## src/rtl/hp_pkg.sv

```systemverilog
`timescale 1ns/1ps
package hp_pkg;
    typedef enum logic [1:0] {
        HP_INS  = 2'd0,
        HP_REM  = 2'd1,
        HP_COLD = 2'd2,
        HP_NONE = 2'd3
    } hp_kind_e;

    typedef enum logic [1:0] {
        PORT_UP    = 2'd0,
        PORT_DOWN  = 2'd1,
        PORT_EJECT = 2'd2,
        PORT_RMV   = 2'd3
    } port_e;

    typedef enum logic [1:0] {
        ST_IDLE    = 2'd0,
        ST_DRAIN   = 2'd1,
        ST_REBUILD = 2'd2
    } ctl_state_e;
endpackage

```

## src/rtl/hp_lowbit.sv

```systemverilog
`timescale 1ns/1ps
module hp_lowbit #(
    parameter int N = 32,
    localparam int W = $clog2(N)
) (
    input  logic [N-1:0] vec,
    output logic         found,
    output logic [W-1:0] idx
);
    always_comb begin
        idx   = '0;
        found = |vec;
        for (int i = N - 1; i >= 0; i--) begin
            if (vec[i]) idx = W'(i);
        end
    end
endmodule

```

## src/rtl/hp_slot_state.sv

```systemverilog
`timescale 1ns/1ps
module hp_slot_state #(
    parameter int N = 32,
    localparam int W = $clog2(N)
) (
    input  logic         clk,
    input  logic         rst_n,
    input  logic         ej_en,
    input  logic [W-1:0] ej_slot,
    input  logic         ins_en,
    input  logic [W-1:0] ins_slot,
    input  logic         rem_en,
    input  logic [W-1:0] rem_slot,
    input  logic         load_en,
    input  logic [N-1:0] load_enable,
    input  logic [N-1:0] load_present,
    output logic [N-1:0] present,
    output logic [N-1:0] pending,
    output logic [N-1:0] enable
);
    logic [N-1:0] pres_nx, pend_nx, en_nx;

    // eject first, then the hot request, so a same-slot insert survives
    always_comb begin
        pres_nx = present;
        pend_nx = pending;
        en_nx   = enable;
        if (ej_en) begin
            pend_nx[ej_slot] = 1'b0;
            if (enable[ej_slot]) pres_nx[ej_slot] = 1'b0;
        end
        if (ins_en) pres_nx[ins_slot] = 1'b1;
        if (rem_en) pend_nx[rem_slot] = 1'b1;
        if (load_en) begin
            en_nx   = load_enable;
            pres_nx = load_present;
        end
    end

    always_ff @(posedge clk or negedge rst_n) begin
        if (!rst_n) begin
            present <= '0;
            pending <= '0;
            enable  <= '0;
        end else begin
            present <= pres_nx;
            pending <= pend_nx;
            enable  <= en_nx;
        end
    end

    p_eject_clears_r5: assert property (@(posedge clk) disable iff (!rst_n)
        (ej_en && !rem_en) |=> !pending[$past(ej_slot)]);

    p_insert_after_eject_r8: assert property (@(posedge clk) disable iff (!rst_n)
        (ins_en && !load_en) |=> present[$past(ins_slot)]);

    p_remove_keeps_presence_r3: assert property (@(posedge clk) disable iff (!rst_n)
        (rem_en && !ej_en && !ins_en && !load_en) |=> $stable(present));
endmodule

```

## src/rtl/hp_read_port.sv

```systemverilog
`timescale 1ns/1ps
module hp_read_port
    import hp_pkg::*;
#(
    parameter int N      = 32,
    parameter int DATA_W = 32
) (
    input  logic              clk,
    input  logic              rst_n,
    input  logic              rd_en,
    input  logic [1:0]        sel,
    input  logic [N-1:0]      present,
    input  logic [N-1:0]      pending,
    input  logic [N-1:0]      enable,
    output logic              rd_valid,
    output logic [DATA_W-1:0] rd_data
);
    logic [N-1:0] word;

    always_comb begin
        unique case (sel)
            PORT_UP:    word = present & enable;
            PORT_DOWN:  word = pending;
            PORT_EJECT: word = '0;
            PORT_RMV:   word = enable;
            default:    word = '0;
        endcase
    end

    always_ff @(posedge clk or negedge rst_n) begin
        if (!rst_n) begin
            rd_valid <= 1'b0;
            rd_data  <= '0;
        end else begin
            rd_valid <= rd_en;
            rd_data  <= rd_en ? DATA_W'(word) : '0;
        end
    end

    p_up_view_r1: assert property (@(posedge clk) disable iff (!rst_n)
        (rd_en && sel == PORT_UP) |=> rd_data == DATA_W'($past(present & enable)));

    p_features_zero_r7: assert property (@(posedge clk) disable iff (!rst_n)
        (rd_en && sel == PORT_EJECT) |=> rd_data == '0);
endmodule

```

## src/rtl/slot_hp_ctrl.sv

```systemverilog
`timescale 1ns/1ps
module slot_hp_ctrl
    import hp_pkg::*;
#(
    parameter int NSLOTS = 32,
    parameter int DATA_W = 32,
    localparam int SLOT_W = $clog2(NSLOTS)
) (
    input  logic              clk,
    input  logic              rst_n,
    input  logic              hp_valid,
    input  logic [1:0]        hp_kind,
    input  logic [SLOT_W-1:0] hp_slot,
    input  logic [NSLOTS-1:0] fixed_mask,
    input  logic [NSLOTS-1:0] occupied,
    input  logic              reinit,
    input  logic              req_valid,
    input  logic              req_write,
    input  logic [1:0]        req_sel,
    input  logic [DATA_W-1:0] wr_data,
    output logic              rd_valid,
    output logic [DATA_W-1:0] rd_data,
    output logic              hp_event,
    output logic              ej_ack_valid,
    output logic [SLOT_W-1:0] ej_ack_slot,
    output logic              busy
);
    ctl_state_e state, state_nx;

    logic [NSLOTS-1:0] slot_pres, slot_pend, slot_en;
    logic [NSLOTS-1:0] pick_vec;
    logic              pick_found;
    logic [SLOT_W-1:0] pick_idx;

    logic idle, acc, ej_en, ins_en, rem_en, load_en, rd_en, evt_nx;

    // state register
    always_ff @(posedge clk or negedge rst_n) begin
        if (!rst_n) state <= ST_REBUILD;
        else        state <= state_nx;
    end

    // transitions
    always_comb begin
        state_nx = state;
        unique case (state)
            ST_IDLE:    if (reinit) state_nx = ST_DRAIN;
            ST_DRAIN:   if (!pick_found) state_nx = ST_REBUILD;
            ST_REBUILD: state_nx = ST_IDLE;
            default:    state_nx = ST_IDLE;
        endcase
    end

    // control outputs per state
    always_comb begin
        idle     = 1'b0;
        pick_vec = '0;
        ej_en    = 1'b0;
        load_en  = 1'b0;
        unique case (state)
            ST_IDLE: begin
                idle     = 1'b1;
                pick_vec = wr_data[NSLOTS-1:0];
                ej_en    = req_valid && req_write && req_sel == PORT_EJECT && pick_found;
            end
            ST_DRAIN: begin
                pick_vec = slot_pend;
                ej_en    = pick_found;
            end
            ST_REBUILD: load_en = 1'b1;
            default: ;
        endcase
        acc    = idle && req_valid;
        rd_en  = acc && !req_write;
        ins_en = idle && hp_valid && (hp_kind == HP_INS || hp_kind == HP_COLD);
        rem_en = idle && hp_valid && hp_kind == HP_REM;
        evt_nx = idle && hp_valid && (hp_kind == HP_INS || hp_kind == HP_REM);
    end

    assign busy = !idle;

    hp_lowbit #(.N(NSLOTS)) u_pick (
        .vec   (pick_vec),
        .found (pick_found),
        .idx   (pick_idx)
    );

    hp_slot_state #(.N(NSLOTS)) u_state (
        .clk          (clk),
        .rst_n        (rst_n),
        .ej_en        (ej_en),
        .ej_slot      (pick_idx),
        .ins_en       (ins_en),
        .ins_slot     (hp_slot),
        .rem_en       (rem_en),
        .rem_slot     (hp_slot),
        .load_en      (load_en),
        .load_enable  (~fixed_mask),
        .load_present (occupied),
        .present      (slot_pres),
        .pending      (slot_pend),
        .enable       (slot_en)
    );

    hp_read_port #(.N(NSLOTS), .DATA_W(DATA_W)) u_rd (
        .clk      (clk),
        .rst_n    (rst_n),
        .rd_en    (rd_en),
        .sel      (req_sel),
        .present  (slot_pres),
        .pending  (slot_pend),
        .enable   (slot_en),
        .rd_valid (rd_valid),
        .rd_data  (rd_data)
    );

    always_ff @(posedge clk or negedge rst_n) begin
        if (!rst_n) begin
            hp_event     <= 1'b0;
            ej_ack_valid <= 1'b0;
            ej_ack_slot  <= '0;
        end else begin
            hp_event     <= evt_nx;
            ej_ack_valid <= ej_en;
            ej_ack_slot  <= ej_en ? pick_idx : '0;
        end
    end

    p_event_source_r2: assert property (@(posedge clk) disable iff (!rst_n)
        hp_event |-> $past(hp_valid && !busy && (hp_kind == HP_INS || hp_kind == HP_REM)));

    p_cold_quiet_r4: assert property (@(posedge clk) disable iff (!rst_n)
        (hp_valid && !busy && hp_kind == HP_COLD) |=> !hp_event);

    p_zero_eject_r6: assert property (@(posedge clk) disable iff (!rst_n)
        (req_valid && req_write && req_sel == PORT_EJECT && wr_data == '0 && !busy)
        |=> (!ej_ack_valid && $stable(slot_pend)));

    p_rebuild_load_r9: assert property (@(posedge clk) disable iff (!rst_n)
        (state == ST_REBUILD) |=> (slot_en == ~$past(fixed_mask) && slot_pend == '0));

    p_busy_no_event_r10: assert property (@(posedge clk) disable iff (!rst_n)
        busy |=> (!hp_event && !rd_valid));

    p_read_latency_r1: assert property (@(posedge clk) disable iff (!rst_n)
        rd_valid |-> $past(req_valid && !req_write && !busy));
endmodule

```

## config.mk

```make
export PLATFORM = sky130hd
export DESIGN_NAME = slot_hp_ctrl
export DESIGN_NICKNAME = d
export VERILOG_FILES = /design/src/rtl/hp_pkg.sv /design/src/rtl/hp_lowbit.sv /design/src/rtl/hp_slot_state.sv /design/src/rtl/hp_read_port.sv /design/src/rtl/slot_hp_ctrl.sv
export SDC_FILE = /design/constraint.sdc
export NUM_CORES = 1
export LEC_CHECK = 0
export BUFFER_PORTS_ARGS = -buffer_cell sky130_fd_sc_hd__buf_2
export CAP_MARGIN = 40
export CELL_PAD_IN_SITES_DETAIL_PLACEMENT = 1
export CELL_PAD_IN_SITES_GLOBAL_PLACEMENT = 1
export CORE_MARGIN = 5
export CORE_UTILIZATION = 30
export CTS_BUF_LIST = sky130_fd_sc_hd__clkbuf_8
export DETAILED_ROUTE_END_ITERATION = 12
export PLACE_DENSITY = 0.65
export SETUP_SLACK_MARGIN = 0.05
export SKIP_LAST_GASP = 1
export SYNTH_ARGS = -nofsm -noshare
export SYNTH_HDL_FRONTEND = slang
export SYNTH_SLANG_ARGS = --single-unit
```

## constraint.sdc

```tcl
create_clock -name clk -period 4.03 [get_ports clk]
set_input_delay 1.0075 -clock clk [delete_from_list [all_inputs] [get_ports clk]]
set_output_delay 1.0075 -clock clk [all_outputs]
set_load 0.02 [all_outputs]
```

Word-level counts from Yosys, hierarchy flattened
Cells that the tools add are included.
Operators by class
  equality and inequality tests: 9
  muxes and demuxes: 54
  reduce and logical (&&, ||, !) cells: 20
  bitwise logic cells: 7
  order comparisons: 4
Operators by type and width (count)
  $mux 32: 7
  $mux 5: 33
  $pmux 32 s4: 1
  $and 32x32->32: 3
  $not 32->32: 2
  $or 32x32->32: 2
  $pmux 32 s2: 1
  $reduce_or 32->1: 1
  $lt 5x6->1 const B: 2
  $logic_and 1x1->1: 11
  $demux 1 s5: 2
  $ge 5x1->1 const B: 2
  $eq 2x2->1 const B: 4
  $eq 2x1->1 const B: 3
  $logic_not 2->1: 3
  $bmux 1 s5: 1
  $mux 1: 5
  $mux 2: 2
  $ne 2x2->1 const B: 2
  $pmux 2 s2: 1
  $logic_not 1->1: 2
  $logic_or 1x1->1: 2
  $pmux 1 s2: 1
  $reduce_and 2->1: 1
Word-level totals
  bits in registers: 138
  logic and storage cells: 103
  output and inout port bits: 41
  input port bits: 111

Logic depth before layout (Yosys ltp)
  depth in word-level cells: 45
  gate-level depth with buffers: 15

Cells and area by module
From an unflattened synthesis, not the netlist that was laid out.
Second synthesis, totals
  cells, all modules: 819
  area, all modules: 8314.2 µm²
Modules (own cells, without submodules)
  hp_slot_state: sequential area each 2402.3 µm², cells an instance 436, area each 4872.2 µm², times used 1
  hp_read_port: sequential area each 825.8 µm², cells an instance 182, area each 2021.9 µm², times used 1
  slot_hp_ctrl: sequential area each 226.5 µm², cells an instance 136, area each 1034.7 µm², times used 1
  hp_lowbit: sequential area each 0.0 µm², cells an instance 65, area each 385.4 µm², times used 1

Worst setup path before layout
Ideal clock, no wire load.
  path type: in2reg
  start point: input port wr_data[26]
  end point: register u_state.present[21]
  setup time: 124 ps
  stages on the path: 10
  path buffers: 1
  data arrival time: 3174 ps
  required time: 3906 ps
  setup slack: 732 ps
  path through: or3_1 > a222oi_1 > o311ai_1 > a2111oi_2 > nor3_1 > buf_4 > mux2i_1 > a32oi_1 > nand3_1 > o31a_1
Between the ends
  cells in the longest elaborated chain, start to end: 39
  elaborated cells on any way between the ends: 45
  those cells by class: 2 x order compare; 37 x mux; 3 x bitwise; 3 x reduce/logical
RTL lines
  start, declared: RTL line slot_hp_ctrl.sv:20  | input logic [DATA_W-1:0] wr_data,
  $pmux 32 s2 (*): RTL line slot_hp_ctrl.sv:60  | unique case (state)
  $mux 5 (27 in a row): RTL line hp_lowbit.sv:14  | if (vec[i]) idx = W'(i);
  $lt 5x6->1 (not written as such) or $ge 5x1->1 (tied branches): RTL line hp_slot_state.sv:30  | if (enable[ej_slot]) pres_nx[ej_slot] = 1'b0;
  $logic_and 1x1->1 (not written as such): RTL line hp_slot_state.sv:30
  $mux 1 (not written as such): RTL line hp_slot_state.sv:30
  $demux 1 s5
  $not 32->32 (no line)
  $and 32x32->32 (no line)
  $mux 32: RTL line hp_slot_state.sv:30
  $mux 32 (*): RTL line hp_slot_state.sv:28  | if (ej_en) begin
  $or 32x32->32 (no line)
  $mux 32 (*): RTL line hp_slot_state.sv:32  | if (ins_en) pres_nx[ins_slot] = 1'b1;
  $mux 32 (*): RTL line hp_slot_state.sv:34  | if (load_en) begin
  named net u_state.pres_nx[21]: RTL line hp_slot_state.sv:21  | logic [N-1:0] pres_nx, pend_nx, en_nx;
  end signal, assigned: RTL line hp_slot_state.sv:46  | present <= pres_nx;
  end, declared: RTL line hp_slot_state.sv:17  | output logic [N-1:0] present,
The timed path passes the listed nets; every way through them passes the cells marked *. The select of a mux whose other input is x is not followed.
A chain may end at the register's enable or synchronous reset.

Worst setup path in the final report
  start point: register state[1]
  end point: register u_state.present[12]
Between the ends
  cells in the longest elaborated chain, start to end: 45
  elaborated cells on any way between the ends: 57
  those cells by class: 2 x order compare; 2 x eq/ne; 44 x mux; 3 x bitwise; 6 x reduce/logical
RTL lines
  start, declared: RTL line slot_hp_ctrl.sv:28  | ctl_state_e state, state_nx;
  start signal, assigned: RTL line slot_hp_ctrl.sv:40  | else state <= state_nx;
  $eq 2x1->1 or $logic_not 2->1 (tied branches): RTL line slot_hp_ctrl.sv:60
  $pmux 32 s2: RTL line slot_hp_ctrl.sv:60
  $mux 5 (32 in a row): RTL line hp_lowbit.sv:14
  $lt 5x6->1 (not written as such) or $ge 5x1->1 (tied branches): RTL line hp_slot_state.sv:30
  $logic_and 1x1->1 (not written as such): RTL line hp_slot_state.sv:30
  $mux 1 (not written as such): RTL line hp_slot_state.sv:30
  $demux 1 s5
  $not 32->32 (no line)
  $and 32x32->32 (no line)
  $mux 32: RTL line hp_slot_state.sv:30
  $mux 32: RTL line hp_slot_state.sv:28
  $or 32x32->32 (no line)
  $mux 32: RTL line hp_slot_state.sv:32
  $mux 32 (*): RTL line hp_slot_state.sv:34
  named net u_state.pres_nx[12]: RTL line hp_slot_state.sv:21
Marks and branches as above.

==> run summary <==
Async SR Flop Fraction = 100%
required time reported for the critical path endpoint = 4.37 ns
CTS-repair resized insts = 0
delay-heaviest family, CP = simple AND/OR/NAND/NOR gates
count of input and output buffers = 151
clock slew at reported path FFs = 0.08 ns
proportion of layout cells with a drive suffix above 1 = 27.2%
total clock buffers created by CTS = 17
antenna fix cells = 0
Reg power frac = 28.4%
vias in the first global route = 8021
VDD IR max = 0.000415 V
Critical Path Fanout Max = 15
Fin Setup TNS = 0 ns
Post-Syn Area = 7560 um2
Critical Path Slowest Stage Cell = sky130_fd_sc_hd__dfstp_2
core region area = 25000 um2
post-synthesis sequential area ratio = 45.7%
final setup vio count = 0
Crit Path Class = reg2reg
predominant post-synthesis flop cell = sky130_fd_sc_hd__dfrtp_1
outcome = complete, no violations
number of distinct library cell variants in the gate-level netlist after synthesis = 70
number of search-and-repair iterations in the first detailed-routing pass = 5
Tmin final = 3.74 ns
internal power summed over all cells = 3840 uW
number of maximum-capacitance violations = 0
clock network power share = 14.9%
Pwr Density = 845 nW/um2
Post-Synthesis Cells = 843
CTS H-tree depth = 4
Die H = 169 um
drt initial violations = 570
TritonCTS clock tree = yes
capturing element type of the critical path = flop
area of combinational cells with multiple inputs = 3810 um2
final hold vios = 0
final clock skew = 0.0135 ns
area overhead of the layout relative to synthesis = 21.9%
area of the die = 28500 um2
Hold Buf Count CTS = 0
effective utilization at floorplan = 30.3%
critical-path cell list = nand2b_1 > o22ai_1 > nor2_1 > o2111a_1 > nor2_1 > buf_4 > or3_1 > nand2b_1 > o31ai_1 > a21oi_1
antenna violations before repair = 0
final routed DRC violation total = 0
global placement routability congestion = 0.928
Antenna Nets Post-Route = 0
number of fillers in the final layout = 3055
net switching share of the total power = 50.7%
post-CTS setup buffer count = 0
yosys synthesis warning count = 0
die width = 169 um
Clock Tree Root = sky130_fd_sc_hd__clkbuf_8
Psw = 3940 uW
flip-flop and latch count after synthesis = 138
via count = 7605
CTS sink count = 138
fin. max-slew vios = 0
routed wirelength normalized by instance count = 23.5 um
storage element area = 3450 um2
worst hold path class = reg2reg
period utilisation layout = 92.8%
overall track demand over capacity in global routing = 21.9%
RSZ-0062 raised after global routing = false
Syn Nets = 954
maximum number of pins on one net before global-route repair = 83
half-perimeter wire length after placement = 24100 um
Setup WS post-layout = 0.288 ns
Worst Path Arrival = 4.08 ns
number of nets at the end of the flow = 1114
Finished Core Util = 36.9%
count of flip-flops with a built-in enable after synthesis = 0
power share of the combinational group = 56.7%
slew at the pin with the worst max-slew slack = 0.925 ns
static leakage power = 0.00411 uW
drt total wl = 31600 um
crit path launch type = flop
wire length of the first global-routing pass = 48200 um
clock insertion delay at the later pin of the skew report = 0.47 ns
highest cell delay on the worst timing path = 0.68 ns
total grt overflow = 0
post-synthesis area per instance = 8.97 um2
Vias/cell = 5.65
Place WS = 0.0834 ns
I/O pin cnt = 152
standard-cell rows = 58
Longest Clk Path Bufs = 2
number of buffers and inverters on the critical path = 1
upper clock frequency limit = 0.267 GHz
slew margin rel. = 38.2%
## worst reg2reg max path: cells and delay by family, from the launching register on
kind,cells,cell delay (ns)
buf+inv,1,0.23
compound gates,4,0.92
flops,1,0.68
simple gates,5,1.79
## cells by family after synthesis
| family | count (synthesis) | synth area share (%) |
|---|---|---|
| buf+inv | 68 | 3.96 |
| flops | 138 | 45.7 |
| simple gates | 297 | 18.3 |
| compound gates | 300 | 26.2 |
| mux | 40 | 5.83 |
## cells in the mapped netlist (4+ instances only)
cell type / count / area [um2]
sky130_fd_sc_hd__dfrtp_1: 137 / 3430
sky130_fd_sc_hd__nor2_1: 107 / 402
sky130_fd_sc_hd__o21ai_0: 106 / 531
sky130_fd_sc_hd__nand2_1: 81 / 304
sky130_fd_sc_hd__a21oi_1: 42 / 210
sky130_fd_sc_hd__a32oi_1: 36 / 315
sky130_fd_sc_hd__clkbuf_1: 36 / 135
sky130_fd_sc_hd__mux2_2: 32 / 360
sky130_fd_sc_hd__nor3_1: 24 / 120
sky130_fd_sc_hd__inv_1: 18 / 67.6
sky130_fd_sc_hd__o22ai_1: 16 / 100
sky130_fd_sc_hd__nand3_1: 15 / 75.1
sky130_fd_sc_hd__a211oi_1: 11 / 82.6
sky130_fd_sc_hd__or3_1: 11 / 68.8
sky130_fd_sc_hd__nand2b_1: 9 / 56.3
sky130_fd_sc_hd__o31ai_1: 9 / 67.6
sky130_fd_sc_hd__and2_1: 8 / 50.1
sky130_fd_sc_hd__mux2i_1: 8 / 80.1
sky130_fd_sc_hd__o22a_1: 8 / 70.1
sky130_fd_sc_hd__nor3b_1: 7 / 52.6
sky130_fd_sc_hd__o21ai_1: 7 / 35.0
sky130_fd_sc_hd__a2111oi_0: 6 / 52.6
sky130_fd_sc_hd__nand4_1: 6 / 37.5
sky130_fd_sc_hd__nor2b_1: 6 / 37.5
sky130_fd_sc_hd__a31oi_1: 5 / 31.3
sky130_fd_sc_hd__buf_2: 5 / 25.0
sky130_fd_sc_hd__a221o_1: 4 / 40.0
sky130_fd_sc_hd__a41oi_1: 4 / 35.0
sky130_fd_sc_hd__buf_6: 4 / 45.0
sky130_fd_sc_hd__o21bai_1: 4 / 30.0
sky130_fd_sc_hd__o41ai_1: 4 / 35.0
sky130_fd_sc_hd__or2_2: 4 / 25.0
## power groups by stage
stage               clock network (uW)  logic, uW  registers (uW)
finish                            1160       4410            2210
global route                      1230       4730            2250
CTS                               1180       4330            2200
detailed placement                   0       4310            2220
global placement                     0       4240            2220
floorplan                            0       2640            2050
## sequential cells by signal, summed over array words and instances, names as in the netlist
name and flops:
ej_ack_slot 5, ej_ack_valid 1, hp_event 1, state 2, u_rd.rd_data 32, u_rd.rd_valid 1
u_state.enable 32, u_state.pending 32, u_state.present 32
## placed cells by master (no fill, tap or decap), types with 15 or more instances in the layout
cell / instances
sky130_fd_sc_hd__buf_2: 150
sky130_fd_sc_hd__dfrtp_1: 137
sky130_fd_sc_hd__nor2_1: 106
sky130_fd_sc_hd__o21ai_0: 105
sky130_fd_sc_hd__nand2_1: 80
sky130_fd_sc_hd__a21oi_1: 42
sky130_fd_sc_hd__buf_4: 39
sky130_fd_sc_hd__a32oi_1: 36
sky130_fd_sc_hd__mux2_2: 32
sky130_fd_sc_hd__nor3_1: 24
sky130_fd_sc_hd__inv_1: 19
sky130_fd_sc_hd__clkbuf_8: 17
sky130_fd_sc_hd__o22ai_1: 16
sky130_fd_sc_hd__nand3_1: 15
## per-layer routing
| layer | wire length (um) | GRT usage [%] | vias up |
|---|---|---|---|
| met5 | 0 | 0 | - |
| met4 | 576 | 5.82 | 0 |
| met3 | 2150 | 5.35 | 34 |
| met2 | 14500 | 34.7 | 276 |
| met1 | 14400 | 30.2 | 3839 |
| li1 | - | - | 3456 |
## metrics by stage
step	std cells	total power (uW)	hold slack [ns]	cell area, um2
2_1_floorplan	843	4690	0.481	7560
3_5_place_dp	1314	6530	0.509	8820
3_3_place_gp	1314	6460	0.517	8820
5_1_grt	1346	8220	0.554	9210
4_1_cts	1346	7700	0.538	9210
6_report	1346	7780	0.542	9210
## layout make-up
type                       count  share of cell area (%)
inverter                      18                   0.733
tap                          330                    4.48
multi-input combinational    637                    41.4
sequential                   138                    37.5
timing repair buffer         191                    11.7
clock buffer                  17                    2.54
clock inverter                15                    1.66
## final timing paths
check	start	end	slack, ns	cells after the start
max	state[1]	u_state.present[12]	0.29	10
min	u_state.present[16]	u_state.present[16]	0.54	2
max reg2reg	state[1]	u_state.present[12]	0.29	10
min reg2reg	u_state.present[16]	u_state.present[16]	0.54	2
max in group asynchronous	rst_n	u_state.pending[25]	2.59	2
min in group asynchronous	rst_n	u_rd.rd_data[6]	0.59	1
Power figures use the tool's default switching activity.
